**config.mk**
```make
export PLATFORM = sky130hd
export DESIGN_NAME = irq_accept_seq
export DESIGN_NICKNAME = d
export VERILOG_FILES = /design/src/rtl/irq_seq_pkg.sv /design/src/rtl/irq_latch_bank.sv /design/src/rtl/irq_prio_pick.sv /design/src/rtl/irq_seq_fsm.sv /design/src/rtl/irq_accept_seq.sv
export SDC_FILE = /design/constraint.sdc
export NUM_CORES = 1
export LEC_CHECK = 0
export ABC_AREA = 0
export BUFFER_PORTS_ARGS = -buffer_cell sky130_fd_sc_hd__buf_4
export CORE_ASPECT_RATIO = 0.6
export CORE_MARGIN = 4
export CORE_UTILIZATION = 30
export DETAILED_ROUTE_END_ITERATION = 8
export PLACE_DENSITY_LB_ADDON = 0.2
export SLEW_MARGIN = 20
export SYNTH_ARGS = -nofsm -noshare
export SYNTH_HDL_FRONTEND = slang
export SYNTH_SLANG_ARGS = --single-unit
```
**constraint.sdc**
```tcl
create_clock -name clk -period 4.1 [get_ports clk]
set_input_delay 1.23 -clock clk [delete_from_list [all_inputs] [get_ports clk]]
set_output_delay 1.23 -clock clk [all_outputs]
set_load 0.01 [all_outputs]
```
**src/rtl/irq_seq_pkg.sv**
```systemverilog
package irq_seq_pkg;
  parameter int ADDR_W = 16;
  parameter int DATA_W = 8;

  typedef logic [ADDR_W-1:0] addr_t;
  typedef logic [DATA_W-1:0] byte_t;

  typedef enum logic [1:0] {SQ_IDLE, SQ_ACC, SQ_RET} sq_state_e;

  localparam int ACC_CYCLES = 8;
  localparam int RET_CYCLES = 4;

  // Vector slot of source number n (0 = non-maskable)
  function automatic addr_t vec_slot(addr_t base, int unsigned n);
    return base - addr_t'(2 * n);
  endfunction

  // Stack address at a signed byte offset from a stack pointer
  function automatic addr_t stk_at(addr_t sp, int d);
    return sp + addr_t'(d);
  endfunction

  // Status byte as pushed: master enable folded into one bit
  function automatic byte_t stat_pack(byte_t psw, logic imf, int unsigned pos);
    byte_t r;
    r      = psw;
    r[pos] = imf;
    return r;
  endfunction
endpackage

```
**src/rtl/irq_latch_bank.sv**
```systemverilog
module irq_latch_bank #(
  parameter int NSRC = 4
) (
  input  logic            clk,
  input  logic            rst_n,
  input  logic [NSRC-1:0] irq_req_i,
  input  logic            nmi_req_i,
  input  logic [NSRC-1:0] il_clr_i,
  input  logic            ien_we_i,
  input  logic [NSRC-1:0] ien_wdata_i,
  input  logic            imf_set_i,
  input  logic            imf_clr_i,
  input  logic            acc_fire_i,
  input  logic            acc_nmi_i,
  input  logic [NSRC-1:0] acc_onehot_i,
  input  logic            ret_fire_i,
  input  logic            ret_nmi_i,
  input  logic            ret_imf_i,
  output logic [NSRC-1:0] il_o,
  output logic [NSRC-1:0] ien_o,
  output logic            imf_o,
  output logic            nmi_il_o,
  output logic            nmi_blk_o
);
  // One latch per maskable source; a request in the same edge wins over any clear
  for (genvar i = 0; i < NSRC; i++) begin : g_src
    logic lat_q;
    always_ff @(posedge clk or negedge rst_n) begin
      if (!rst_n)                                            lat_q <= 1'b0;
      else if (irq_req_i[i])                                 lat_q <= 1'b1;
      else if (il_clr_i[i] || (acc_fire_i && acc_onehot_i[i])) lat_q <= 1'b0;
    end
    assign il_o[i] = lat_q;
  end

  logic [NSRC-1:0] ien_q;
  logic            imf_q, nmi_il_q, nmi_blk_q;

  always_ff @(posedge clk or negedge rst_n) begin
    if (!rst_n) begin
      ien_q     <= '0;
      imf_q     <= 1'b0;
      nmi_il_q  <= 1'b0;
      nmi_blk_q <= 1'b0;
    end else begin
      if (ien_we_i) ien_q <= ien_wdata_i;

      if (nmi_req_i)                      nmi_il_q <= 1'b1;
      else if (acc_fire_i && acc_nmi_i)   nmi_il_q <= 1'b0;

      if (acc_fire_i)      imf_q <= 1'b0;
      else if (ret_fire_i) imf_q <= ret_imf_i;
      else if (imf_clr_i)  imf_q <= 1'b0;
      else if (imf_set_i)  imf_q <= 1'b1;

      if (acc_fire_i && acc_nmi_i)      nmi_blk_q <= 1'b1;
      else if (ret_fire_i && ret_nmi_i) nmi_blk_q <= 1'b0;
    end
  end

  assign ien_o     = ien_q;
  assign imf_o     = imf_q;
  assign nmi_il_o  = nmi_il_q;
  assign nmi_blk_o = nmi_blk_q;
endmodule

```
**src/rtl/irq_prio_pick.sv**
```systemverilog
module irq_prio_pick #(
  parameter int NSRC  = 4,
  parameter int IDX_W = $clog2(NSRC + 1)
) (
  input  logic [NSRC-1:0]  il_i,
  input  logic [NSRC-1:0]  ien_i,
  input  logic             imf_i,
  input  logic             nmi_il_i,
  input  logic             nmi_blk_i,
  output logic             win_valid_o,
  output logic             win_nmi_o,
  output logic [NSRC-1:0]  win_onehot_o,
  output logic [IDX_W-1:0] win_num_o
);
  logic [NSRC-1:0] pend;
  logic [NSRC-1:0] oh;
  logic [IDX_W-1:0] num;
  logic            found;

  assign pend = il_i & ien_i & {NSRC{imf_i & ~nmi_blk_i}};

  always_comb begin
    oh    = '0;
    num   = '0;
    found = 1'b0;
    for (int i = 0; i < NSRC; i++) begin
      if (!found && pend[i]) begin
        oh[i] = 1'b1;
        num   = IDX_W'(i + 1);
        found = 1'b1;
      end
    end
  end

  assign win_nmi_o    = nmi_il_i & ~nmi_blk_i;
  assign win_valid_o  = win_nmi_o | found;
  assign win_onehot_o = win_nmi_o ? '0 : oh;
  assign win_num_o    = win_nmi_o ? '0 : num;
endmodule

```
**src/rtl/irq_seq_fsm.sv**
```systemverilog
module irq_seq_fsm
  import irq_seq_pkg::*;
#(
  parameter int    IDX_W    = 3,
  parameter addr_t VEC_BASE = 16'hFFFE,
  parameter int    IMF_POS  = 5
) (
  input  logic             clk,
  input  logic             rst_n,
  input  logic             boundary_i,
  input  logic             reti_i,
  input  logic             retn_i,
  input  logic             win_valid_i,
  input  logic [IDX_W-1:0] win_num_i,
  input  addr_t            pc_i,
  input  addr_t            sp_i,
  input  byte_t            psw_i,
  input  logic             imf_i,
  input  byte_t            mem_rdata_i,
  output logic             acc_fire_o,
  output logic             ret_fire_o,
  output logic             ret_nmi_o,
  output logic             ret_imf_o,
  output addr_t            mem_addr_o,
  output byte_t            mem_wdata_o,
  output logic             mem_we_o,
  output logic             mem_re_o,
  output logic             pc_ld_o,
  output addr_t            pc_val_o,
  output logic             sp_ld_o,
  output addr_t            sp_val_o,
  output logic             psw_ld_o,
  output byte_t            psw_val_o,
  output logic             busy_o
);
  localparam int CNT_W = $clog2(ACC_CYCLES);
  localparam int HB    = DATA_W;

  sq_state_e  st_q;
  logic [CNT_W-1:0] cnt_q;
  addr_t      sp_q, pc_q, slot_q;
  byte_t      stat_q, b_lo, b_hi, b_st;
  logic       nmi_q;
  logic       ret_start, acc_last, ret_last;

  assign ret_start  = (st_q == SQ_IDLE) && (reti_i || retn_i);
  assign acc_fire_o = (st_q == SQ_IDLE) && boundary_i && win_valid_i && !(reti_i || retn_i);
  assign acc_last   = (st_q == SQ_ACC) && (cnt_q == CNT_W'(ACC_CYCLES - 1));
  assign ret_last   = (st_q == SQ_RET) && (cnt_q == CNT_W'(RET_CYCLES - 1));
  assign ret_fire_o = ret_last;
  assign ret_nmi_o  = nmi_q;
  assign ret_imf_o  = b_st[IMF_POS];
  assign busy_o     = (st_q != SQ_IDLE);

  always_ff @(posedge clk or negedge rst_n) begin
    if (!rst_n) begin
      st_q   <= SQ_IDLE;
      cnt_q  <= '0;
      sp_q   <= '0;
      pc_q   <= '0;
      slot_q <= '0;
      stat_q <= '0;
      b_lo   <= '0;
      b_hi   <= '0;
      b_st   <= '0;
      nmi_q  <= 1'b0;
    end else begin
      unique case (st_q)
        SQ_IDLE: begin
          cnt_q <= '0;
          if (ret_start) begin
            st_q  <= SQ_RET;
            sp_q  <= sp_i;
            nmi_q <= retn_i;
          end else if (acc_fire_o) begin
            st_q   <= SQ_ACC;
            sp_q   <= sp_i;
            pc_q   <= pc_i;
            stat_q <= stat_pack(psw_i, imf_i, IMF_POS);
            slot_q <= vec_slot(VEC_BASE, int'(win_num_i));
          end
        end
        SQ_ACC: begin
          cnt_q <= cnt_q + 1'b1;
          if (cnt_q == CNT_W'(3)) b_lo <= mem_rdata_i;
          if (cnt_q == CNT_W'(4)) b_hi <= mem_rdata_i;
          if (acc_last) st_q <= SQ_IDLE;
        end
        SQ_RET: begin
          cnt_q <= cnt_q + 1'b1;
          if (cnt_q == CNT_W'(0)) b_lo <= mem_rdata_i;
          if (cnt_q == CNT_W'(1)) b_hi <= mem_rdata_i;
          if (cnt_q == CNT_W'(2)) b_st <= mem_rdata_i;
          if (ret_last) st_q <= SQ_IDLE;
        end
        default: st_q <= SQ_IDLE;
      endcase
    end
  end

  // Per-phase memory and load strobes
  always_comb begin
    mem_addr_o  = '0;
    mem_wdata_o = '0;
    mem_we_o    = 1'b0;
    mem_re_o    = 1'b0;
    pc_ld_o     = 1'b0;
    pc_val_o    = {b_hi, b_lo};
    sp_ld_o     = 1'b0;
    sp_val_o    = '0;
    psw_ld_o    = 1'b0;
    psw_val_o   = b_st;
    if (st_q == SQ_ACC) begin
      unique case (cnt_q)
        CNT_W'(0): begin mem_we_o = 1'b1; mem_addr_o = sp_q;            mem_wdata_o = stat_q; end
        CNT_W'(1): begin mem_we_o = 1'b1; mem_addr_o = stk_at(sp_q, -1); mem_wdata_o = pc_q[ADDR_W-1:HB]; end
        CNT_W'(2): begin mem_we_o = 1'b1; mem_addr_o = stk_at(sp_q, -2); mem_wdata_o = pc_q[HB-1:0]; end
        CNT_W'(3): begin mem_re_o = 1'b1; mem_addr_o = slot_q; end
        CNT_W'(4): begin mem_re_o = 1'b1; mem_addr_o = stk_at(slot_q, 1); end
        CNT_W'(5): begin
          pc_ld_o  = 1'b1;
          sp_ld_o  = 1'b1;
          sp_val_o = stk_at(sp_q, -3);
        end
        default: ;
      endcase
    end else if (st_q == SQ_RET) begin
      unique case (cnt_q)
        CNT_W'(0): begin mem_re_o = 1'b1; mem_addr_o = stk_at(sp_q, 1); end
        CNT_W'(1): begin mem_re_o = 1'b1; mem_addr_o = stk_at(sp_q, 2); end
        CNT_W'(2): begin mem_re_o = 1'b1; mem_addr_o = stk_at(sp_q, 3); end
        CNT_W'(3): begin
          pc_ld_o  = 1'b1;
          psw_ld_o = 1'b1;
          sp_ld_o  = 1'b1;
          sp_val_o = stk_at(sp_q, 3);
        end
        default: ;
      endcase
    end
  end
endmodule

```
**src/rtl/irq_accept_seq.sv**
```systemverilog
module irq_accept_seq
  import irq_seq_pkg::*;
#(
  parameter int    NSRC     = 4,
  parameter addr_t VEC_BASE = 16'hFFFE,
  parameter int    IMF_POS  = 5
) (
  input  logic              clk,
  input  logic              rst_n,
  input  logic              nmi_req_i,
  input  logic [NSRC-1:0]   irq_req_i,
  input  logic [NSRC-1:0]   il_clr_i,
  input  logic              ien_we_i,
  input  logic [NSRC-1:0]   ien_wdata_i,
  input  logic              imf_set_i,
  input  logic              imf_clr_i,
  input  logic              boundary_i,
  input  logic              reti_i,
  input  logic              retn_i,
  input  logic [ADDR_W-1:0] pc_i,
  input  logic [ADDR_W-1:0] sp_i,
  input  logic [DATA_W-1:0] psw_i,
  output logic [ADDR_W-1:0] mem_addr_o,
  output logic [DATA_W-1:0] mem_wdata_o,
  output logic              mem_we_o,
  output logic              mem_re_o,
  input  logic [DATA_W-1:0] mem_rdata_i,
  output logic              pc_ld_o,
  output logic [ADDR_W-1:0] pc_val_o,
  output logic              sp_ld_o,
  output logic [ADDR_W-1:0] sp_val_o,
  output logic              psw_ld_o,
  output logic [DATA_W-1:0] psw_val_o,
  output logic              busy_o,
  output logic              imf_o,
  output logic              nmi_blk_o,
  output logic [NSRC-1:0]   ien_o,
  output logic [NSRC-1:0]   il_o,
  output logic              nmi_il_o
);
  localparam int IDX_W = $clog2(NSRC + 1);

  // Named internal events
  logic             acc_fire, ret_fire, ret_nmi, ret_imf;
  logic             win_valid, win_nmi;
  logic [NSRC-1:0]  win_onehot;
  logic [IDX_W-1:0] win_num;

  irq_latch_bank #(.NSRC(NSRC)) u_bank (
    .clk(clk), .rst_n(rst_n),
    .irq_req_i(irq_req_i), .nmi_req_i(nmi_req_i), .il_clr_i(il_clr_i),
    .ien_we_i(ien_we_i), .ien_wdata_i(ien_wdata_i),
    .imf_set_i(imf_set_i), .imf_clr_i(imf_clr_i),
    .acc_fire_i(acc_fire), .acc_nmi_i(win_nmi), .acc_onehot_i(win_onehot),
    .ret_fire_i(ret_fire), .ret_nmi_i(ret_nmi), .ret_imf_i(ret_imf),
    .il_o(il_o), .ien_o(ien_o), .imf_o(imf_o),
    .nmi_il_o(nmi_il_o), .nmi_blk_o(nmi_blk_o)
  );

  irq_prio_pick #(.NSRC(NSRC), .IDX_W(IDX_W)) u_pick (
    .il_i(il_o), .ien_i(ien_o), .imf_i(imf_o),
    .nmi_il_i(nmi_il_o), .nmi_blk_i(nmi_blk_o),
    .win_valid_o(win_valid), .win_nmi_o(win_nmi),
    .win_onehot_o(win_onehot), .win_num_o(win_num)
  );

  irq_seq_fsm #(.IDX_W(IDX_W), .VEC_BASE(VEC_BASE), .IMF_POS(IMF_POS)) u_fsm (
    .clk(clk), .rst_n(rst_n),
    .boundary_i(boundary_i), .reti_i(reti_i), .retn_i(retn_i),
    .win_valid_i(win_valid), .win_num_i(win_num),
    .pc_i(pc_i), .sp_i(sp_i), .psw_i(psw_i), .imf_i(imf_o),
    .mem_rdata_i(mem_rdata_i),
    .acc_fire_o(acc_fire), .ret_fire_o(ret_fire),
    .ret_nmi_o(ret_nmi), .ret_imf_o(ret_imf),
    .mem_addr_o(mem_addr_o), .mem_wdata_o(mem_wdata_o),
    .mem_we_o(mem_we_o), .mem_re_o(mem_re_o),
    .pc_ld_o(pc_ld_o), .pc_val_o(pc_val_o),
    .sp_ld_o(sp_ld_o), .sp_val_o(sp_val_o),
    .psw_ld_o(psw_ld_o), .psw_val_o(psw_val_o),
    .busy_o(busy_o)
  );

  assert_accept_idle_R2: assert property (@(posedge clk) disable iff (!rst_n)
    acc_fire |-> (boundary_i && !busy_o));

  assert_imf_drop_R3: assert property (@(posedge clk) disable iff (!rst_n)
    acc_fire |=> !imf_o);

  assert_latch_clear_R3: assert property (@(posedge clk) disable iff (!rst_n)
    (acc_fire && !win_nmi && ((win_onehot & irq_req_i) == '0))
      |=> ((il_o & $past(win_onehot)) == '0));

  assert_port_excl_R4: assert property (@(posedge clk) disable iff (!rst_n)
    !(mem_we_o && mem_re_o));

  assert_mask_gate_R7: assert property (@(posedge clk) disable iff (!rst_n)
    (acc_fire && !win_nmi) |-> (imf_o && !nmi_blk_o));

  assert_nmi_block_R9: assert property (@(posedge clk) disable iff (!rst_n)
    nmi_blk_o |-> !acc_fire);

  assert_ret_restore_R10: assert property (@(posedge clk) disable iff (!rst_n)
    ret_fire |=> (imf_o == $past(ret_imf)));

  assert_pc_single_R5: assert property (@(posedge clk) disable iff (!rst_n)
    pc_ld_o |=> !pc_ld_o);
endmodule

```
### Word level (Yosys, flattened, before mapping)

Cells that the tools add are included.
Widths: inputs -> output; s select.

* bits of input ports: 69
* flip-flop bits (word level): 97
* output and inout port bits: 81

* bitwise logic cells: 7
* equal/unequal tests: 15
* reduce and logical (&&, ||, !) cells: 47
* multiplexer cells: 63
* add/sub/neg operators: 9

Operator list (count)
* $mux 16: 8
* $pmux 16 s5: 1
* $add 16x16->16 const B: 3
* $pmux 16 s3: 1
* $mux 8: 5
* $mux 1: 34
* $add 16x1->16 const B: 2
* $add 16x2->16 const B: 2
* $pmux 8 s2: 2
* $pmux 8 s3: 1
* $reduce_bool 2->1: 10
* $logic_and 1x1->1: 15
* $mux 2: 6
* $reduce_and 3->1: 4
* $eq 3x3->1 const B: 3
* $and 4x4->4: 2
* $eq 3x2->1 const B: 2
* $mux 3: 2
* $ne 2x1->1 const B: 3
* $ne 2x2->1 const B: 3
* $pmux 2 s3: 1
* $pmux 3 s2: 1
* $reduce_and 2->1: 3
* $sub 2x5->6 const A: 1
* 16 further kinds: 26

### Longest topological paths before layout

Gate-level depths: netlist (run 1).

* depth after elaboration: 20
* mapped depth: 10
* depth with buffers taken out: 8

### By module

From an unflattened synthesis (run 1), not the netlist that was laid out.

* cell total of the unflattened synthesis: 696
* area, all modules: 6045.8 sq um

Modules (own cells, without submodules)
* irq_seq_fsm: instances 1, area an instance 5466.5 sq um, cells each 637
* irq_latch_bank: instances 1, area an instance 455.4 sq um, cells each 40
* irq_prio_pick: instances 1, area an instance 123.9 sq um, cells each 19

### Least setup slack after synthesis (run 1)

Ideal clock, no wire load.

* kind: reg-to-output
* start point: register u_fsm.sp_q[1]
* end point: output port mem_addr_o[12]
* arrival: 2171 ps
* setup slack: 699 ps
* cell stages (with the launch flop): 10
* path through: dfrtp_1 > clkbuf_1 > inv_1 > ha_1 > nor3b_1 > and2_1 > nand4_1 > a31oi_1 > a21oi_1 > a21o_1

* longest elaborated chain between the ends: 4
* elaborated cells on any way between the ends: 9

Ends and longest elaborated chain
* start: declaration: line irq_seq_fsm.sv:41 `addr_t sp_q, pc_q, slot_q;`
* start signal: assignment: line irq_seq_fsm.sv:73 `sp_q <= sp_i;`
* start signal: assignment: line irq_seq_fsm.sv:77 `sp_q <= sp_i;`
* $add 16x2->16 or $add 16x1->16 (tied branches): line irq_seq_pkg.sv:20 `return sp + addr_t'(d);`
* $pmux 16 s3: line irq_seq_fsm.sv:128 `unique case (cnt_q)`
* $mux 16: line irq_seq_fsm.sv:127 `end else if (st_q == SQ_RET) begin`
* $mux 16 (*): line irq_seq_fsm.sv:113 `if (st_q == SQ_ACC) begin`
* end: declaration: line irq_accept_seq.sv:23 `output logic [ADDR_W-1:0] mem_addr_o,`

Every way passes the cells marked *; elsewhere a longest branch is shown, timed or not.

### Final worst setup path (run 1)

* start point: register u_fsm.cnt_q[0]
* end point: output port mem_addr_o[10]

* longest elaborated chain between the ends: 4
* elaborated cells on any way between the ends: 9

Ends and longest elaborated chain
* start: declaration: line irq_seq_fsm.sv:40 `logic [CNT_W-1:0] cnt_q;`
* start signal: assignment: line irq_seq_fsm.sv:84 `cnt_q <= cnt_q + 1'b1;`
* start signal: assignment: line irq_seq_fsm.sv:90 `cnt_q <= cnt_q + 1'b1;`
* $eq 3x2->1, or another cell as far along: line irq_seq_fsm.sv:114, irq_seq_fsm.sv:128
* $pmux 16 s3: line irq_seq_fsm.sv:128
* $mux 16: line irq_seq_fsm.sv:127
* $mux 16 (*): line irq_seq_fsm.sv:113

Marks and branches as above.

==> results of run 1 <==
-- tightest hold or removal path, cell delays in order, from the launching register on --
cell     delay [ns]
dfrtp_1        0.35
nand2_1        0.05
nand2_1        0.05
-- stage by stage --
| step | hold slack (ns) | cells | utilization, % | setup WS (ns) | cell area [µm²] |
|---|---|---|---|---|---|
| final | 0.477 | 1142 | 40.7 | 0.0211 | 7880 |
| after global routing | 0.495 | 1142 | 40.7 | 0.0146 | 7880 |
| after CTS | 0.481 | 1141 | 40.5 | 0.0596 | 7840 |
| after detailed placement | 0.463 | 1125 | 38.9 | 0.439 | 7530 |
| after global placement | 0.460 | 1125 | 38.9 | 0.388 | 7530 |
| after floorplan | 0.446 | 729 | - | 0.699 | 6030 |
-- routing by layer --
metal	routed length [µm]	GRT usage [%]
met4	187	2.42
met5	0	0
met1	11700	32.3
met3	2010	3.94
met2	8830	26.8
-- flip-flops by register name (all words and copies together) (netlist names) --
signal / cells
u_fsm.pc_q: 16
u_fsm.sp_q: 16
u_fsm.b_hi: 8
u_fsm.b_lo: 8
u_fsm.psw_val_o: 8
u_fsm.stat_q: 8
u_bank.g_src.lat_q: 4
u_bank.ien_o: 4
u_fsm.slot_q: 4
u_fsm.cnt_q: 3
u_fsm.st_q: 2
u_bank.imf_o: 1
u_bank.nmi_blk_o: 1
u_bank.nmi_il_o: 1
u_fsm.ret_nmi_o: 1
-- layout by cell type (no fill, tap or decap), types with 5 or more instances in the layout --
cell | Yosys | routed
a22oi_1 | 11 | 11
nor3_1 | 22 | 20
a21oi_1 | 44 | 44
a221oi_1 | 11 | 11
nand2b_1 | 11 | 9
a31oi_1 | 16 | 16
dfrtp_2 | 0 | 5
o21ai_0 | 34 | 34
xor2_1 | 5 | 5
nor2_1 | 53 | 53
nand4_1 | 12 | 12
nor4_1 | 9 | 9
o22ai_1 | 16 | 16
clkbuf_16 | 0 | 9
inv_1 | 16 | 16
ha_1 | 17 | 15
nand2_1 | 129 | 129
xnor2_1 | 15 | 15
a211oi_1 | 10 | 10
dfrtp_1 | 85 | 80
mux2_2 | 45 | 45
o211ai_1 | 5 | 5
buf_4 | 7 | 193
o32ai_1 | 5 | 5
nand3_1 | 17 | 16
-- final timing paths --
kind	slack [ns]	to	start	cells past startpoint
max reg2reg	1.66	u_bank.g_src[3].lat_q	u_bank.nmi_blk_o	7
min reg2reg	0.48	u_fsm.stat_q[4]	u_fsm.stat_q[4]	2
min	0.48	u_fsm.stat_q[4]	u_fsm.stat_q[4]	2
max	0.02	mem_addr_o[10]	u_fsm.cnt_q[0]	8
max in group asynchronous	2.78	u_fsm.sp_q[2]	rst_n	2
min in group asynchronous	0.90	u_fsm.psw_val_o[2]	rst_n	2
-- logic make-up (layout without fill, tap and decap cells) --
| kind of cell | count (synthesis) | after routing | synth area share (%) |
|---|---|---|---|
| adders and majority gates | 17 | 17 | 3.53 |
| buffers and inverters | 80 | 227 | 6.04 |
| AOI/OAI and AO/OA | 193 | 193 | 21.2 |
| muxes | 46 | 46 | 8.57 |
| and+or+nand+nor | 288 | 288 | 22.5 |
| DFF | 85 | 85 | 35.3 |
| xor gates and xnor gates | 20 | 20 | 2.91 |
-- final cells by class --
class | instances | area [µm²]
timing repair buffer | 194 | 1470
multi-input combinational | 564 | 3570
tap | 266 | 333
clock buffer | 9 | 225
inverter | 17 | 63.8
fill | 1992 | 11500
sequential | 85 | 2130
clock inverter | 7 | 86.3
-- repair_timing --
| item | in CTS | in global routing |
|---|---|---|
| setup endpoints to repair | 0 | 18 |
| setup buffers | 0 | 1 |
| hold buffers | 0 | 0 |
| resized for setup | 0 | 12 |
-- power breakdown --
part	switching [mW]	total [mW]	internal, mW
logic	2.34	4.14	1.80
clock network	0.429	0.919	0.490
registers	0.420	1.64	1.22
total	3.19	6.69	3.51
==> metrics.md, run 1 <==
| Metric | Value |
|---|---|
| Initial DRT Pass Iterations | 5 |
| Crit path DAT | around 2.9 ns |
| Routed Antenna Nets | 0 |
| Slew HR | 45.6% |
| Mapped cell area | 6030 µm² |
| Die area | 22500 µm² |
| Syn nets | 815 |
| Endpoints failing setup | 0 |
| Cell taking the most area after synthesis | dfrtp_1 |
| Clk buf depth | 2 |
| Aggregate routed wire length | roughly 23 mm |
| Yosys Warn Count | 0 |
| P_leak | 3.41 nW |
| Number of max-cap violations | 0 |
| Synth cell types | 69 |
| IO buf count | around 150 |
| Row count | 39 |
| Final Hold Vio Count | 0 |
| Seq/Total Area, Yosys | roughly a third |
| Top Family by Delay on Critical Path | simple AND/OR/NAND/NOR gates |
| Setup TNS | 0 ns |
| Antenna Cells | 0 |
| Clk_lat worst skew | roughly 0.35 ns |
| Placer Congestion | 0.933 |
| Final Slew Violations | 0 |
| CTS Root Cell | clkbuf_16 |
| Crit Path Category | reg -> out |
| First-pass GRT wire length | ~35 mm |
| Avg Inst Size Synth | ~8.3 µm² |
| Tcrit/Tclk final | 99.5% |
| Worst Setup End Kind | primary output |
| Fin nets | between 900 and 1000 |
| Max IR drop VDD | roughly 0.32 mV |
| WL per Instance | approximately 20 µm |
| CTS tree | yes |
| Detailed placement HPWL | 16.8 mm |
| Most frequent cell after synthesis | nand2_1 |
| Power after layout | 6.69 mW |
| Initial antenna violation count | 0 |
| Post-synth top area share | roughly a third |
| Commonest cells in the netlist | nand2_1 (129), dfrtp_1 (85), nor2_1 (53), mux2_2 (45), a21oi_1 (44) |
| RSZ-0062 raised after global routing | no |
| Pwr dens | 850 nW/µm² |
| Post-synth EDFFs | 0 |
| CP dominant cell by count | ha_1 |
| Routed via count | slightly above 6000 |
| GRT Total Usage | around 20% |
| Main synth FF type | dfrtp_1 |
| Worst path bufs/invs | 1 |
| CTS Buf Count | 9 |
| HP Class | reg -> reg |
| Vias per cell | between 5 and 6 |
| Post-synth ARST share | between 90% and 100% |
| Required @ worst endpoint | ~2.9 ns |
| Critical Path, Cell by Cell | ha_1, ha_1, nand2b_2, nand2_1, o21ai_0, nor3_1, o32ai_1, buf_4 |
| Setup Skew | approximately 0.013 ns |
| CP startpoint kind | register |
| Die H | 118 µm |
| Worst-path fanout max | 8 |
| Slowest library cell on the worst path | dfrtp_1 |
| Clk pin slew, worst setup/hold paths | ~0.080 ns |
| Core area | 19400 µm² |
| Area contributors post-synth | dfrtp_1 (35%), mux2_2 (8.4%), nand2_1 (8.0%) |
| Share of cells above drive strength 1 | roughly 33% |
| P&R area growth vs syn | 30.7% |
| Initial DRC count | 623 |
| I/O pins | 150 |
| Critical Path Max Stage Delay | 0.43 ns |
| Min cycle time layout | ~4.1 ns |
| H-tree levels | 3 |
| Vias in the first global route | just under 6000 |
| GRT Residual Overflow | 0 |
| Initial Utilization | 31.1% |
| Slew at the pin closest to its max-slew limit | 0.810 ns |
| Remaining DRCs | 0 |
| Fmax | between 200 and 250 MHz |
| Clock Sinks | 85 |
| Synth Instances | ~730 |
| #FFs+latches synth | 85 |
| Outcome | complete, no violations |
| Largest net degree at the start of global routing | 86 |
| Die width | roughly 190 µm |
(Power assumes the default switching activity.)
==> inputs of run 2 (changes only) <==
--- a/config.mk
+++ b/config.mk
@@ -7,10 +7,13 @@
 export LEC_CHECK = 0
 export ABC_AREA = 0
 export BUFFER_PORTS_ARGS = -buffer_cell sky130_fd_sc_hd__buf_4
+export CELL_PAD_IN_SITES_DETAIL_PLACEMENT = 1
+export CELL_PAD_IN_SITES_GLOBAL_PLACEMENT = 1
 export CORE_ASPECT_RATIO = 0.6
 export CORE_MARGIN = 4
 export CORE_UTILIZATION = 30
 export DETAILED_ROUTE_END_ITERATION = 8
+export GPL_TIMING_DRIVEN = 0
 export PLACE_DENSITY_LB_ADDON = 0.2
 export SLEW_MARGIN = 20
 export SYNTH_ARGS = -nofsm -noshare
==> metrics.md, run 2 (synthesized netlist as in run 1, its figures left out) <==
| Metric | Value |
|---|---|
| Worst-path fanout max | 8 (unchanged) |
| Clk_lat worst skew | 0.35 ns (about the same) |
| Initial DRC count | 547 (was 623) |
| HP Class | reg -> reg (unchanged) |
| Largest regs | u_fsm.pc_q: 16 flops, u_fsm.sp_q: 16 flops (unchanged) |
| Tcrit/Tclk final | 97.7% (was 99.5%) |
| Core area | 19400 µm² (unchanged) |
| CP startpoint | u_fsm.sp_q[1] (was u_fsm.cnt_q[0]) |
| Final Non-Filler Cells | 1161 (was 1142) |
| Slew HR | 36.2% (was 45.6%) |
| Endpoints failing setup | 0 (unchanged) |
| GRT Total Usage | 22.6% (was 19.7%) |
| First-pass GRT wire length | 39.7 mm (was 35.0 mm) |
| Fmax | 250 MHz (was 245 MHz) |
| Initial Utilization | 31.1% (unchanged) |
| Fin nets | 976 (was 957) |
| P_leak | 3.44 nW (was 3.41 nW) |
| GRT Residual Overflow | 0 (unchanged) |
| WL per Instance | 22.3 µm (was 19.9 µm) |
| Outcome | complete, no violations (unchanged) |
| Final Hold Vio Count | 0 (unchanged) |
| Placer Congestion | 0.933 (about the same) |
| Setup TNS | 0 ns (unchanged) |
| P&R area growth vs syn | 33.3% (was 30.7%) |
| CTS tree | yes (unchanged) |
| Die H | 118 µm (unchanged) |
| Initial DRT Pass Iterations | 5 (unchanged) |
| Placed insts | 1143 (was 1125) |
| # hold bufs at CTS | 0 (unchanged) |
| Remaining DRCs | 0 (unchanged) |
| Vias in the first global route | 6596 (was 5873) |
| Worst Min Path Start | u_fsm.stat_q[2] (was u_fsm.stat_q[4]) |
| Cell internal pwr | 3.54 mW (was 3.51 mW) |
| Clk pin slew, worst setup/hold paths | 0.07 ns (was 0.08 ns) |
| Routed via count | 6480 (was 6173) |
| Aggregate routed wire length | 25.9 mm (was 22.8 mm) |
| IO buf count | 148 (unchanged) |
| Vias per cell | 5.58 (was 5.41) |
| Dpl ws | -0.525 ns (was 0.439 ns) |
| Comb pwr share | 65.9% (was 61.8%) |
| Final Slew Violations | 0 (unchanged) |
| Sw Ratio | 49.0% (was 47.6%) |
| Share of cells above drive strength 1 | 34.0% (was 32.6%) |
| Pwr dens | 864 nW/µm² (was 850 nW/µm²) |
| Final worst slack | 0.0929 ns (was 0.0211 ns) |
| Clock Sinks | 85 (unchanged) |
| Number of max-cap violations | 0 (unchanged) |
| Crit Path Category | reg -> out (unchanged) |
| Power after layout | 6.95 mW (was 6.69 mW) |
| Final Cell Area | 8040 µm² (was 7880 µm²) |
| Row count | 39 (unchanged) |
| Min cycle time layout | 4.01 ns (was 4.08 ns) |
| Setup Skew | 0.00867 ns (was 0.0127 ns) |
| Commonest non-fill, non-tap cell in the layout | buf_4 (unchanged) |
| Initial antenna violation count | 0 (unchanged) |
| Placed cell areas | 7470 µm² (was 7530 µm²) |
| CP startpoint kind | register (unchanged) |
| Largest net degree at the start of global routing | 86 (unchanged) |
| I/O pins | 150 (unchanged) |
| Max IR drop VDD | 0.361 mV (was 0.320 mV) |
| Detailed placement HPWL | 19.6 mm (was 16.8 mm) |
| FF-to-FF Start | u_fsm.cnt_q[1] (was u_bank.nmi_blk_o) |
| H-tree levels | 3 (unchanged) |
| CTS Buf Count | 9 (unchanged) |
| Required @ worst endpoint | 2.87 ns (about the same) |
| Crit path DAT | 2.78 ns (was 2.85 ns) |
| Clk buf depth | 2 (unchanged) |
| Worst Setup End Kind | primary output (unchanged) |
| Most frequent cells in the layout | buf_4 (165), nand2_1 (128), dfrtp_1 (82) (was buf_4 (193), nand2_1 (129), dfrtp_1 (80)) |
| Antenna Cells | 0 (unchanged) |
| Reg power frac | 21.7% (was 24.5%) |
| Die area | 22500 µm² (unchanged) |
| Clk pwr share | 12.3% (was 13.7%) |
| WHS | 0.478 ns (was 0.477 ns) |
| Fin util | 41.5% (was 40.7%) |
| CTS Root Cell | clkbuf_16 (unchanged) |
| Slew at the pin closest to its max-slew limit | 0.951 ns (was 0.810 ns) |
| Routed Antenna Nets | 0 (unchanged) |
| Switch Pwr | 3.40 mW (was 3.19 mW) |
| Die width | 191 µm (unchanged) |
-- run 2: cell types whose count changed in the layout (fill, tap and decap cells not counted), moves of 5 or more --
| cell | before | now |
|---|---|---|
| buf_4 | 193 | 165 |
| clkbuf_4 | 0 | 5 |
| clkbuf_2 | 0 | 6 |
| buf_2 | 0 | 15 |
| clkbuf_1 | 0 | 16 |
-- run 2: metal layers --
layer	part of all wire, %	vias to the layer above	global-route usage (%)
met2	40	295	31.3
met1	49	3204	34.7
met4	0.75	0	3.27
li1	-	2966	-
met3	10	15	6.97
met5	0	-	0
-- run 2: final timing paths --
check	end	cells after the start	slack [ns]
min in group asynchronous	u_fsm.stat_q[7]	1	0.90
min reg2reg	u_fsm.stat_q[2]	2	0.48
min	u_fsm.stat_q[2]	2	0.48
max in group asynchronous	u_fsm.sp_q[3]	1	2.52
max reg2reg	u_fsm.b_hi[2]	6	1.62
max	mem_addr_o[9]	10	0.09
-- run 2: power groups by stage --
stage	combinational [mW]	sequential [mW]	clock (mW)
2_1_floorplan	2.55	1.49	0
3_3_place_gp	4.15	1.51	0
3_5_place_dp	4.19	1.53	0
4_1_cts	4.31	1.52	0.880
5_1_grt	4.91	1.57	0.907
6_report	4.58	1.51	0.856
-- run 2: layout make-up --
cell class	count	area, µm²
fill	2328	11300
multi-input combinational	564	3710
sequential	85	2130
timing repair buffer	156	1170
tap	266	333
buffer	57	322
clock buffer	10	229
clock inverter	6	71.3
inverter	17	67.6
-- run 2: repair_timing --
item                       in CTS  in global routing
setup buffers                   1                  7
setup endpoints to repair      45                 36
resized for setup              36                 33
pin swaps                       1                  2
-- run 2: critical path: stages (launching register included) --
cell,delay [ns]
dfrtp_1,0.42
buf_2,0.21
inv_4,0.11
ha_1,0.19
a21o_1,0.24
nand3_2,0.16
or2_2,0.37
xnor2_1,0.23
a21oi_1,0.10
o22ai_1,0.22
buf_4,0.17
